## src/rtl/msgobj_pkg.sv

```systemverilog
`timescale 1ns/1ps
package msgobj_pkg;
   localparam int FLAG_W    = 8;
   localparam int F_LENWARN = 7;
   localparam int F_TXOK    = 6;
   localparam int F_RXOK    = 5;
   localparam int F_BITE    = 4;
   localparam int F_STUFFE  = 3;
   localparam int F_CRCE    = 2;
   localparam int F_FORME   = 1;
   localparam int F_ACKE    = 0;
   localparam int ERR_W     = 5;

   typedef logic [FLAG_W-1:0] flags_t;
   typedef logic [ERR_W-1:0]  errs_t;
endpackage

```

## src/rtl/msgobj_lowpick.sv

```systemverilog
`timescale 1ns/1ps
module msgobj_lowpick #(
   parameter int N      = 15,
   parameter int IDX_W  = 4,
   parameter bit CHAIN  = 1'b1
) (
   input  logic [N-1:0]     req,
   output logic             found,
   output logic [N-1:0]     onehot,
   output logic [IDX_W-1:0] idx
);
   if (N < 1 || N > (1 << IDX_W)) begin : g_bad_cfg
      $error("msgobj_lowpick: N does not fit IDX_W");
   end

   if (CHAIN) begin : g_chain
      logic [N:0] blocked;
      assign blocked[0] = 1'b0;
      for (genvar i = 0; i < N; i++) begin : g_bit
         assign onehot[i]    = req[i] & ~blocked[i];
         assign blocked[i+1] = blocked[i] | req[i];
      end
   end else begin : g_loop
      always_comb begin
         onehot = '0;
         for (int i = N - 1; i >= 0; i--) begin
            if (req[i]) onehot = N'(1) << i;
         end
      end
   end

   always_comb begin
      idx = '0;
      for (int i = 0; i < N; i++) begin
         if (onehot[i]) idx = idx | IDX_W'(i);
      end
   end

   assign found = |req;
endmodule

```

## src/rtl/msgobj_slot.sv

```systemverilog
`timescale 1ns/1ps
module msgobj_slot
   import msgobj_pkg::*;
#(
   parameter int LEN_W = 4
) (
   input  logic             clk,
   input  logic             rst_n,
   input  logic             cfg_we,
   input  logic             cfg_enable,
   input  logic             cfg_is_tx,
   input  logic [LEN_W-1:0] cfg_len,
   input  logic             cfg_irq_en,
   input  logic             st_we,
   input  flags_t           st_data,
   input  logic             tx_hit,
   input  logic             rx_hit,
   input  logic [LEN_W-1:0] rx_len,
   input  errs_t            err_set,
   output logic             en_q,
   output logic             is_tx_q,
   output logic [LEN_W-1:0] len_q,
   output logic             ie_q,
   output flags_t           st_q
);
   flags_t set_v;
   flags_t st_n;

   always_comb begin
      set_v            = '0;
      set_v[F_LENWARN] = rx_hit && (rx_len != len_q);
      set_v[F_TXOK]    = tx_hit;
      set_v[F_RXOK]    = rx_hit;
      set_v[F_BITE]    = err_set[4];
      set_v[F_STUFFE]  = err_set[3];
      set_v[F_CRCE]    = err_set[2];
      set_v[F_FORME]   = err_set[1];
      set_v[F_ACKE]    = err_set[0];
      st_n = (st_we ? st_data : st_q) | set_v;
   end

   always_ff @(posedge clk or negedge rst_n) begin
      if (!rst_n) begin
         en_q    <= 1'b0;
         is_tx_q <= 1'b0;
         len_q   <= '0;
         ie_q    <= 1'b0;
         st_q    <= '0;
      end else begin
         st_q <= st_n;
         if (cfg_we) begin
            en_q    <= cfg_enable;
            is_tx_q <= cfg_is_tx;
            len_q   <= cfg_len;
            ie_q    <= cfg_irq_en;
         end else begin
            if (tx_hit || rx_hit) en_q <= 1'b0;
            if (rx_hit) len_q <= rx_len;
         end
      end
   end

   assert_txok_disarm_R5: assert property (@(posedge clk) disable iff (!rst_n)
      (tx_hit && !cfg_we) |=> (st_q[F_TXOK] && !en_q));
   assert_rxok_store_R6: assert property (@(posedge clk) disable iff (!rst_n)
      (rx_hit && !cfg_we) |=> (st_q[F_RXOK] && !en_q && len_q == $past(rx_len)));
   assert_lenwarn_R7: assert property (@(posedge clk) disable iff (!rst_n)
      (rx_hit && rx_len != len_q) |=> st_q[F_LENWARN]);
   assert_set_beats_clear_R10: assert property (@(posedge clk) disable iff (!rst_n)
      (st_we && tx_hit) |=> st_q[F_TXOK]);
endmodule

```

## src/rtl/msgobj_txarb.sv

```systemverilog
`timescale 1ns/1ps
module msgobj_txarb #(
   parameter int N     = 15,
   parameter int IDX_W = 4
) (
   input  logic             clk,
   input  logic             rst_n,
   input  logic             eng_idle,
   input  logic [N-1:0]     tx_req,
   output logic             grant_valid,
   output logic [IDX_W-1:0] grant_idx
);
   logic             pick_found;
   logic [N-1:0]     pick_oh;
   logic [IDX_W-1:0] pick_idx;

   msgobj_lowpick #(.N(N), .IDX_W(IDX_W), .CHAIN(1'b1)) u_pick (
      .req    (tx_req),
      .found  (pick_found),
      .onehot (pick_oh),
      .idx    (pick_idx)
   );

   always_ff @(posedge clk or negedge rst_n) begin
      if (!rst_n) begin
         grant_valid <= 1'b0;
         grant_idx   <= '0;
      end else if (eng_idle) begin
         grant_valid <= pick_found;
         grant_idx   <= pick_idx;
      end
   end

   assert_grant_hold_R4: assert property (@(posedge clk) disable iff (!rst_n)
      !eng_idle |=> ($stable(grant_valid) && $stable(grant_idx)));
   assert_pick_onehot_R3: assert property (@(posedge clk) disable iff (!rst_n)
      $onehot0(pick_oh) && ((pick_oh & ~tx_req) == '0));
endmodule

```

## src/rtl/msgobj_ctrl.sv

```systemverilog
`timescale 1ns/1ps
module msgobj_ctrl
   import msgobj_pkg::*;
#(
   parameter int N     = 15,
   parameter int IDX_W = 4,
   parameter int LEN_W = 4
) (
   input  logic             clk,
   input  logic             rst_n,
   input  logic             cfg_we,
   input  logic [IDX_W-1:0] cfg_idx,
   input  logic             cfg_enable,
   input  logic             cfg_is_tx,
   input  logic [LEN_W-1:0] cfg_len,
   input  logic             cfg_irq_en,
   input  logic             st_we,
   input  logic [IDX_W-1:0] st_idx,
   input  logic [7:0]       st_data,
   input  logic             eng_idle,
   output logic             grant_valid,
   output logic [IDX_W-1:0] grant_idx,
   input  logic             tx_done,
   input  logic             bit_mismatch,
   input  logic             sent_recessive,
   input  logic             in_arbitration,
   input  logic             errframe_ack,
   input  logic             stuff_err,
   input  logic             crc_err,
   input  logic             form_err,
   input  logic             ack_err,
   input  logic             rx_eof6,
   input  logic [N-1:0]     rx_hit,
   input  logic [LEN_W-1:0] rx_len,
   input  logic [IDX_W-1:0] rd_idx,
   output logic [7:0]       rd_status,
   output logic [LEN_W-1:0] rd_len,
   output logic             rd_enable,
   output logic             rd_is_tx,
   output logic             irq
);
   if (N < 1 || N > (1 << IDX_W)) begin : g_bad_n
      $error("msgobj_ctrl: N does not fit IDX_W");
   end
   if (LEN_W < 1) begin : g_bad_len
      $error("msgobj_ctrl: LEN_W must be positive");
   end

   logic [N-1:0]     en_v, tx_v, ie_v, flag_any;
   logic [LEN_W-1:0] len_a [N];
   flags_t           st_a  [N];

   logic [N-1:0]     rx_cand, rx_sel, tx_sel;
   logic             rx_found;
   logic [IDX_W-1:0] rx_idx;
   logic             bite_q;
   errs_t            err_v;

   msgobj_txarb #(.N(N), .IDX_W(IDX_W)) u_arb (
      .clk         (clk),
      .rst_n       (rst_n),
      .eng_idle    (eng_idle),
      .tx_req      (en_v & tx_v),
      .grant_valid (grant_valid),
      .grant_idx   (grant_idx)
   );

   assign rx_cand = rx_eof6 ? (rx_hit & en_v & ~tx_v) : '0;

   msgobj_lowpick #(.N(N), .IDX_W(IDX_W), .CHAIN(1'b0)) u_rxpick (
      .req    (rx_cand),
      .found  (rx_found),
      .onehot (rx_sel),
      .idx    (rx_idx)
   );

   assign bite_q = bit_mismatch && !(in_arbitration && sent_recessive) && !errframe_ack;
   assign err_v  = {bite_q, stuff_err, crc_err, form_err, ack_err};

   for (genvar i = 0; i < N; i++) begin : g_obj
      logic own_grant;
      assign own_grant = grant_valid && (grant_idx == IDX_W'(i));
      assign tx_sel[i] = own_grant && tx_done;

      msgobj_slot #(.LEN_W(LEN_W)) u_slot (
         .clk        (clk),
         .rst_n      (rst_n),
         .cfg_we     (cfg_we && cfg_idx == IDX_W'(i)),
         .cfg_enable (cfg_enable),
         .cfg_is_tx  (cfg_is_tx),
         .cfg_len    (cfg_len),
         .cfg_irq_en (cfg_irq_en),
         .st_we      (st_we && st_idx == IDX_W'(i)),
         .st_data    (st_data),
         .tx_hit     (tx_sel[i]),
         .rx_hit     (rx_sel[i]),
         .rx_len     (rx_len),
         .err_set    (own_grant ? err_v : '0),
         .en_q       (en_v[i]),
         .is_tx_q    (tx_v[i]),
         .len_q      (len_a[i]),
         .ie_q       (ie_v[i]),
         .st_q       (st_a[i])
      );
      assign flag_any[i] = |st_a[i];
   end

   assign irq = |(flag_any & ie_v);

   always_comb begin
      rd_status = '0;
      rd_len    = '0;
      rd_enable = 1'b0;
      rd_is_tx  = 1'b0;
      for (int i = 0; i < N; i++) begin
         if (rd_idx == IDX_W'(i)) begin
            rd_status = st_a[i];
            rd_len    = len_a[i];
            rd_enable = en_v[i];
            rd_is_tx  = tx_v[i];
         end
      end
   end

   assert_rx_single_R6: assert property (@(posedge clk) disable iff (!rst_n)
      $onehot0(rx_sel) && (rx_found == (rx_sel != '0)));
   assert_rx_target_R6: assert property (@(posedge clk) disable iff (!rst_n)
      rx_found |-> (rx_hit[rx_idx] && en_v[rx_idx] && !tx_v[rx_idx]));
   assert_berr_excl_R8: assert property (@(posedge clk) disable iff (!rst_n)
      (grant_valid && !cfg_we && !st_we && errframe_ack && !st_a[grant_idx][4])
         |=> !st_a[$past(grant_idx)][4]);
   assert_tx_onehot_R5: assert property (@(posedge clk) disable iff (!rst_n)
      $onehot0(tx_sel));
endmodule

```

## config.mk

```make
export PLATFORM = sky130hd
export DESIGN_NAME = msgobj_ctrl
export DESIGN_NICKNAME = d
export VERILOG_FILES = /design/src/rtl/msgobj_pkg.sv /design/src/rtl/msgobj_lowpick.sv /design/src/rtl/msgobj_slot.sv /design/src/rtl/msgobj_txarb.sv /design/src/rtl/msgobj_ctrl.sv
export SDC_FILE = /design/constraint.sdc
export NUM_CORES = 1
export LEC_CHECK = 0
export BUFFER_PORTS_ARGS = -buffer_cell sky130_fd_sc_hd__buf_2
export CORE_MARGIN = 2
export CORE_UTILIZATION = 35
export DETAILED_ROUTE_END_ITERATION = 8
export MAX_ROUTING_LAYER = met4
export PLACE_DENSITY = 0.6
export SLEW_MARGIN = 20
export SYNTH_ARGS = -nofsm -noshare
export SYNTH_HDL_FRONTEND = slang
export SYNTH_SLANG_ARGS = --single-unit
```

## constraint.sdc

```tcl
create_clock -name clk -period 3.2 [get_ports clk]
set_input_delay 0.96 -clock clk [delete_from_list [all_inputs] [get_ports clk]]
set_output_delay 0.96 -clock clk [all_outputs]
set_load 0.01 [all_outputs]
```

==> out/results.md, run 1 <==
| Metric | This run |
|:---|:---|
| Final Worst Setup Slack | -0.248 ns |
| Area grow syn2layout | 21.9% |
| Switching Fraction | 39.6% |
| Port Buffers | 80 |
| Worst reg-to-reg setup slack | 1.00 ns |
| Final hold violations | 0 |
| Max rail drop VDD | 0.403 mV |
| Number of cells in the design after placement | 2104 |
| Required time of the worst setup path | 2.24 ns |
| Tot Pwr | 0.0132 W |
| Total length of routed wires | 56300 um |
| Switching Power | 0.00524 W |
| Sequential share of the synthesized area | 42.0% |
| Power density cells | 791 nW/um^2 |
| Shortest clock period the worst path allows after layout | 3.45 ns |
| Cells after Synth | 1478 |
| Actual transition at the worst max-transition pin | 0.795 ns |
| Fmax | 290 MHz |
| Portion of total power attributed to the clock network | 22.2% |
| GPL Wtd Cong | 0.985 |
| Relative slew margins | 46.3% |
| Via count | 12900 |
| Global-route wire length before repair | 83200 um |
| Area of all sequential standard cells | 5760 um^2 |
| Clk_lat worst skew | 0.56 ns |
| Critical Path Max Stage Delay | 0.49 ns |
| Endpoint of the lowest-slack register-to-register path | g_obj[9].u_slot.len_q[3] |
| Tightest Hold Check Type | in -> async |
| Die boundary height | 202 um |
| Total clock buffers created by CTS | 26 |
| Pint | 0.00798 W |
| Asr flop ratio synth | 100% |
| Kind of end point of the critical path | primary output |
| Filler cells | 3749 |
| Violations in the final reports | setup timing |
| I/O pin cnt | 81 |
| Number of DRC markers in iteration 0 | 1568 |
| Number of cells on the critical path | 6 |
| Yosys warning count | 0 |
| Total count of max-transition violations in the final report | 0 |
| Detail Placement HPWL | 42100 um |
| XOR/XNOR Fraction of Synth Area | 3.83% |
| First-pass iteration count of the detailed router | 6 |
| Post-layout nets | 1684 |
| Number of diodes | 0 |
| Post-Route Hold Slack | 0.374 ns |
| Area of the mapped netlist | 13700 um^2 |
| Maximum number of pins on one net before global-route repair | 74 |
| WL/cell | 26.1 um |
| Outcome | complete, but fails checks |
| Combinational family with the most area after synthesis | simple AND/OR/NAND/NOR gates |
| Clock net sink count | 230 |
| Number of nets still failing antenna checks after routing | 0 |
| Post-synth top flop | dfrtp_1 |
| Capture point of the critical path | rd_len[1] |
| Final worst path period share | 108% |
| TritonCTS clock tree | yes |
| Area share of fa/ha/maj cells after synthesis | 0% |
| Count of state elements after synthesis | 230 |
| Launch point of the worst path | rd_idx[0] |
| Unrepaired setup endpoints after global routing | true |
| Final Setup Violations | 15 |
| Global route total overflow | 0 |
| Sequential group share of total power | 45.8% |
| Clk buf depth | 3 |
| Syn avg cell area | 9.28 um^2 |
| Max H-tree Level | 1 |
| Share of synthesized cell area in and, or, nand and nor gates | 22.2% |
| Clock root buffer master | clkbuf_16 |
| Die Footprint | 40800 um^2 |
| Clock slew seen by the registers of the worst setup and hold paths | 0.06 ns |
| Arrival time at the worst endpoint | 2.49 ns |
| Multiplexer share of the synthesized area | 13.5% |
| Worst r2r path cells | 7 |
| Initial Util | 35.5% |
| List of cells traversed by the critical path | buf_12 > buf_12 > mux4_2 > mux4_2 > o221a_4 > buf_6 |
| Final Skew | 0.0188 ns |
| Share of post-route cells with drive strength above 1 | 24.1% |
| Total global-route track usage | 28.1% |
| Static power due to leakage | 7.10 nW |
| Routed via count divided by cell count | 5.98 |
| Post-synthesis compound-gate area fraction | 14.8% |
| Max Cap Violations | 0 |
| Delay-heaviest family, CP | multiplexers |
| Number of remaining DRC errors | 0 |
| CP Buf/Inv Count | 3 |
| Maximum net fanout on the critical path | 7 |
| Final Instance Count excl. Fillers | 2157 |
| Number of global-route vias before repair | 12200 |
| Critical path class | in -> out |
| Number of flops mapped to enable cells by yosys | 0 |
| Master of the slowest instance on the critical path | mux4_2 |
| Post-synthesis net count | 1539 |
| Die Span X | 202 um |
| Antenna violations before repair | 0 |
| Footprint of the multi-input gates | 7730 um^2 |
| Start of the worst register-to-register path | g_obj[3].u_slot.en_q |
| Kind of start point of the critical path | input pin |
| Power share of the combinational group | 32.0% |
| Placement Rows | 72 |
| Number of library cell types mapped by synthesis | 69 |
| Area inside the core boundary | 38600 um^2 |
synth_stat cells, types with 8 or more instances:
cell type  number  area share (%)
nand2_1       236             6.5
dfrtp_1       230              42
nor2_1        128             3.5
mux2i_1        99             7.2
a21oi_1        78             2.8
clkbuf_1       71             1.9
nand3_1        58             2.1
o21ai_0        57             2.1
xor2_1         56             3.6
mux2_2         46             3.8
nor2b_1        38             1.7
nor4_1         37             1.7
o22ai_1        37             1.7
a221o_1        29             2.1
a22oi_1        19             1.0
buf_1          19            0.52
inv_1          15            0.41
mux4_2         15             2.5
nand2b_1       11            0.50
nand3b_1       11            0.60
nor3_1         11            0.40
nand4_1        10            0.46
o211ai_1       10            0.55
a31oi_1         9            0.41
buf_2           9            0.33
o31ai_1         9            0.49
or3_1           9            0.41
o41ai_1         8            0.51
per-stage QoR:
step / area, um^2 / utilization, % / TNS (ns) / setup slack, ns
finish: 16700 / 43.3 / -2.16 / -0.248
global route: 16700 / 43.3 / -2.64 / -0.264
CTS: 16500 / 42.6 / -1.95 / -0.202
detailed placement: 15500 / 40.0 / -3.60 / -0.307
global placement: 15500 / 40.0 / -3.60 / -0.397
floorplan: 13700 / - / 0 / 0.00650
cell families (layout without fill, tap and decap cells):
family          after synthesis  in the layout
mux                         160            160
compound gates              305            305
buf+inv                     123            284
xor+xnor                     60             60
flops                       230            230
simple gates                600            600
cell usage in the layout (no fill, tap or decap), types with 11 or more instances in the layout:
master     Yosys  layout
a21oi_1       78      71
inv_1         15      15
nand3_1       58      56
nor4_1        37      29
mux2_2        46      45
nor2_1       128     124
buf_2          9      72
dfrtp_1      230     227
xor2_1        56      56
clkbuf_16      0      29
nor2b_1       38      35
a22oi_1       19      18
o21ai_1        0      11
nand2_1      236     233
o21ai_0       57      45
buf_6          3      13
a221o_1       29      29
o22ai_1       37      35
buf_4          4     124
mux2i_1       99      98
mux4_2        15      15
nand3b_1      11      11
per-layer routing:
layer  wire [um]  vias up  global-route usage (%)
met5           0        -                       -
met4        2110        0                    8.64
met3        4230      111                    3.53
met2       25100      684                    42.4
met1       24800     6450                    39.3
li1            -     5651                       -
worst min-delay path by stage:
stage	start	endpoint	slack (ns)	depth (start not counted)
3_5_place_dp	g_obj[12].u_slot.ie_q	g_obj[12].u_slot.ie_q	0.50	1
5_1_grt	rst_n	g_obj[11].u_slot.st_q[2]	0.41	1
3_3_place_gp	g_obj[7].u_slot.ie_q	g_obj[7].u_slot.ie_q	0.49	1
2_1_floorplan	g_obj[9].u_slot.ie_q	g_obj[9].u_slot.ie_q	0.48	1
4_1_cts	rst_n	g_obj[8].u_slot.st_q[0]	0.40	1
6_report	rst_n	g_obj[8].u_slot.st_q[0]	0.37	1
state kept, by name, summed over array words and instances, names as in the netlist:
register / flops
g_obj.u_slot.is_tx_q: 15
g_obj.u_slot.st_q: 120
g_obj.u_slot.len_q: 60
u_arb.grant_idx: 4
g_obj.u_slot.en_q: 15
g_obj.u_slot.ie_q: 15
u_arb.grant_valid: 1
power groups by stage:
stage / clock network (W) / logic, W / registers, W
2_1_floorplan: 0 / 0.00289 / 0.00514
3_3_place_gp: 0 / 0.00390 / 0.00594
3_5_place_dp: 0 / 0.00402 / 0.00593
4_1_cts: 0.00296 / 0.00410 / 0.00596
5_1_grt: 0.00308 / 0.00463 / 0.00615
6_report: 0.00293 / 0.00423 / 0.00605
layout make-up:
type	instances	area share [%]
clock inverters	4	0.150
flip-flops and latches	230	34.4
clock buffers	40	4.63
repair buffers	223	10.3
inverters	17	0.404
well taps	518	3.88
multi-input cells	1125	46.2
timing repair:
action,in CTS,in global routing
resized for setup,44,47
pin swaps,18,14
cloned,0,2
setup buffers,4,5
setup endpoints to repair,15,15
hold buffers,0,0
No activity file was read; power rests on OpenSTA's default activity.
==> run 2: changes to the inputs <==
- SETUP_SLACK_MARGIN: default -> 0.3
==> run 2 against run 1 <==
  * The flow still finishes with violations (setup timing)
  * Critical path depth up 1
  * Design area grew 2.4%
  * Power is 1.8% higher
  * Utilization increased by 1.0 points
  * Via count grew 1.9%
  * Hold slack got worse by 0.0045 ns
  * Clock skew is 0.0062 ns higher
  * Global-route usage rose by 0.54 points
  * Maximum frequency increased by 2.6%
==> out/results.md, run 2 (synthesized netlist as in run 1, its figures left out) <==
| Metric | This run | Change |
|:---|:---|:---|
| Kind of start point of the critical path | input pin |  |
| Tightest Hold Check Type | in -> async |  |
| Clk_lat worst skew | 0.57 ns | about the same |
| Outcome | complete, but fails checks |  |
| Total global-route track usage | 28.6% | +0.54 points |
| Area inside the core boundary | 38600 um^2 | unchanged |
| Kind of end point of the critical path | primary output |  |
| Worst reg-to-reg setup slack | 0.91 ns | -0.09 ns |
| Die Span X | 202 um | unchanged |
| Unrepaired setup endpoints after global routing | true |  |
| Critical Path Max Stage Delay | 0.48 ns | about the same |
| Number of remaining DRC errors | 0 | unchanged |
| Detail Placement HPWL | 42500 um | +0.95% |
| Final Instance Count excl. Fillers | 2172 | +0.70% |
| Leading cell type in the layout, fill and taps excluded | nand2_1 |  |
| Total cell area at the placement stage | 15400 um^2 | -0.28% |
| Max rail drop VDD | 0.446 mV | +11% |
| Clock root buffer master | clkbuf_16 |  |
| Fmax | 297 MHz | +2.6% |
| Static power due to leakage | 7.27 nW | +2.4% |
| Maximum number of pins on one net before global-route repair | 68 | -8.1% |
| Required time of the worst setup path | 2.24 ns | about the same |
| Total length of routed wires | 57600 um | +2.2% |
| Max H-tree Level | 1 | unchanged |
| Most flop-heavy register | g_obj.u_slot.st_q |  |
| Number of global-route vias before repair | 12600 | +2.8% |
| Global-route wire length before repair | 84800 um | +1.9% |
| Via count | 13100 | +1.9% |
| Relative slew margins | 27.1% | -19 points |
| Final Setup Violations | 15 | unchanged |
| Initial Util | 35.5% | unchanged |
| Master of the slowest instance on the critical path | mux4_2 |  |
| Footprint of the multi-input gates | 7810 um^2 | +1.1% |
| Clk buf depth | 3 | unchanged |
| Post-layout nets | 1694 | +0.59% |
| Global route total overflow | 0 | unchanged |
| Area grow syn2layout | 24.8% |  |
| Violations in the final reports | setup timing |  |
| Clock net sink count | 230 | unchanged |
| Number of nets still failing antenna checks after routing | 0 | unchanged |
| TritonCTS clock tree | yes |  |
| Routed via count divided by cell count | 6.05 | +1.2% |
| Area of all sequential standard cells | 5760 um^2 | about the same |
| Share of post-route cells with drive strength above 1 | 25.7% | +1.6 points |
| Registers with the most flip-flops | g_obj.u_slot.st_q: 120 flops, g_obj.u_slot.len_q: 60 flops |  |
| Sum of negative setup slack | -1.28 ns | +0.881 ns |
| List of cells traversed by the critical path | buf_16 > buf_12 > or2_4 > o21a_1 > mux4_2 > o221a_4 > buf_6 |  |
| Max Cap Violations | 0 | unchanged |
| Actual transition at the worst max-transition pin | 1.08 ns | +0.284 ns |
| Arrival time at the worst endpoint | 2.40 ns | -0.09 ns |
| Maximum net fanout on the critical path | 6 | -1 |
| Start of the worst register-to-register path | g_obj[2].u_slot.en_q |  |
| Clock slew seen by the registers of the worst setup and hold paths | 0.06 ns | about the same |
| I/O pin cnt | 81 | unchanged |
| WL/cell | 26.5 um | +1.5% |
| Endpoint of the lowest-slack register-to-register path | g_obj[14].u_slot.len_q[0] |  |
| Shortest clock period the worst path allows after layout | 3.36 ns | -0.0859 ns |
| Delay-heaviest family, CP | multiplexers |  |
| Worst r2r path cells | 8 | +1 |
| Port Buffers | 80 | unchanged |
| Antenna violations before repair | 1 | +1 |
| Number of cells in the design after placement | 2099 | -0.24% |
| Highest-count cells in the layout ignoring fill and taps | nand2_1 (232), dfrtp_1 (229), nor2_1 (123) |  |
| Final hold violations | 0 | unchanged |
| GPL Wtd Cong | 0.992 | +0.67% |
| Die Footprint | 40800 um^2 | unchanged |
| Final Skew | 0.0250 ns | +0.00622 ns |
| Final worst path period share | 105% | -2.7 points |
| Die boundary height | 202 um | unchanged |
| Placement Rows | 72 | unchanged |
| CP Buf/Inv Count | 3 | unchanged |
| Final Worst Setup Slack | -0.162 ns | +0.0859 ns |
| First-pass iteration count of the detailed router | 6 | unchanged |
| Filler cells | 3675 | -2.0% |
| Max FFs per register | 120 | unchanged |
| Total non-filler cell area in the finished layout | 17100 um^2 | +2.4% |
| Total clock buffers created by CTS | 25 | -3.8% |
| Critical path class | in -> out |  |
| Number of DRC markers in iteration 0 | 1548 | -1.3% |
| Tot Pwr | 0.0135 W | +1.8% |
| Total count of max-transition violations in the final report | 0 | unchanged |
| Power density cells | 787 nW/um^2 | -0.52% |
[run 2: cell types whose count changed in the layout (fill, tap and decap cells not counted), sizes merged]
cell | before | now
diode | 0 | 2
bufbuf | 0 | 2
clkbuf | 42 | 34
clkinv | 3 | 8
buf | 221 | 232
bufinv | 0 | 2
clkinvlp | 3 | 4
[run 2: through the flow]
stage / util [%] / setup slack [ns] / hold WS, ns
floorplan: - / 0.0670 / 0.478
global placement: 39.9 / -0.385 / 0.491
detailed placement: 39.9 / -0.438 / 0.498
CTS: 43.7 / -0.157 / 0.388
global route: 44.3 / -0.177 / 0.405
finish: 44.3 / -0.162 / 0.369
[run 2: metal layers]
metal  routed length [um]  global-route usage [%]
met1                23900                    38.6
met2                25400                    42.3
met3                 5490                    5.27
met4                 2790                    11.8
met5                    0                       -
[run 2: worst reg2reg max path, cell delays in order, from the launching register on]
cell	delay, ns
dfrtp_1	0.46
buf_4	0.21
nand4b_1	0.19
nand4b_4	0.19
buf_4	0.23
nor4_4	0.26
buf_4	0.27
mux2i_1	0.23
a21oi_1	0.09
[run 2: what timing repair did]
| item | in CTS | in global routing |
|---|---|---|
| hold buffers | 0 | 0 |
| setup endpoints to repair | 15 | 15 |
| gates cloned | 4 | 0 |
| buffers inserted | 15 | 6 |
| resized for setup | 95 | 31 |
| pin swaps | 32 | 20 |
[run 2: how the worst max path moves through the flow]
stage | startpoint | to | slack (ns) | depth (start not counted)
after floorplan | rd_idx[0] | rd_len[1] | 0.07 | 6
after global routing | rd_idx[0] | rd_status[4] | -0.18 | 10
after detailed placement | rd_idx[0] | rd_status[1] | -0.44 | 9
final | rd_idx[0] | rd_len[1] | -0.16 | 7
after CTS | rd_idx[0] | rd_len[1] | -0.16 | 7
after global placement | rd_idx[0] | rd_status[2] | -0.38 | 9
[run 2: layout make-up]
type / instances / area share [%]
Antenna cell: 2 / 0.0292
Clock buffer: 34 / 4.20
Clock inverter: 12 / 0.709
Inverter: 17 / 0.402
Multi-Input combinational cell: 1125 / 45.6
Sequential cell: 230 / 33.6
Tap cell: 518 / 3.79
Timing Repair Buffer: 234 / 11.6
[run 2: report_power, final]
group	total, W	switching [W]	internal (W)
clock	0.00307	0.00133	0.00174
sequential	0.00616	0.00194	0.00422
combinational	0.00423	0.00212	0.00212
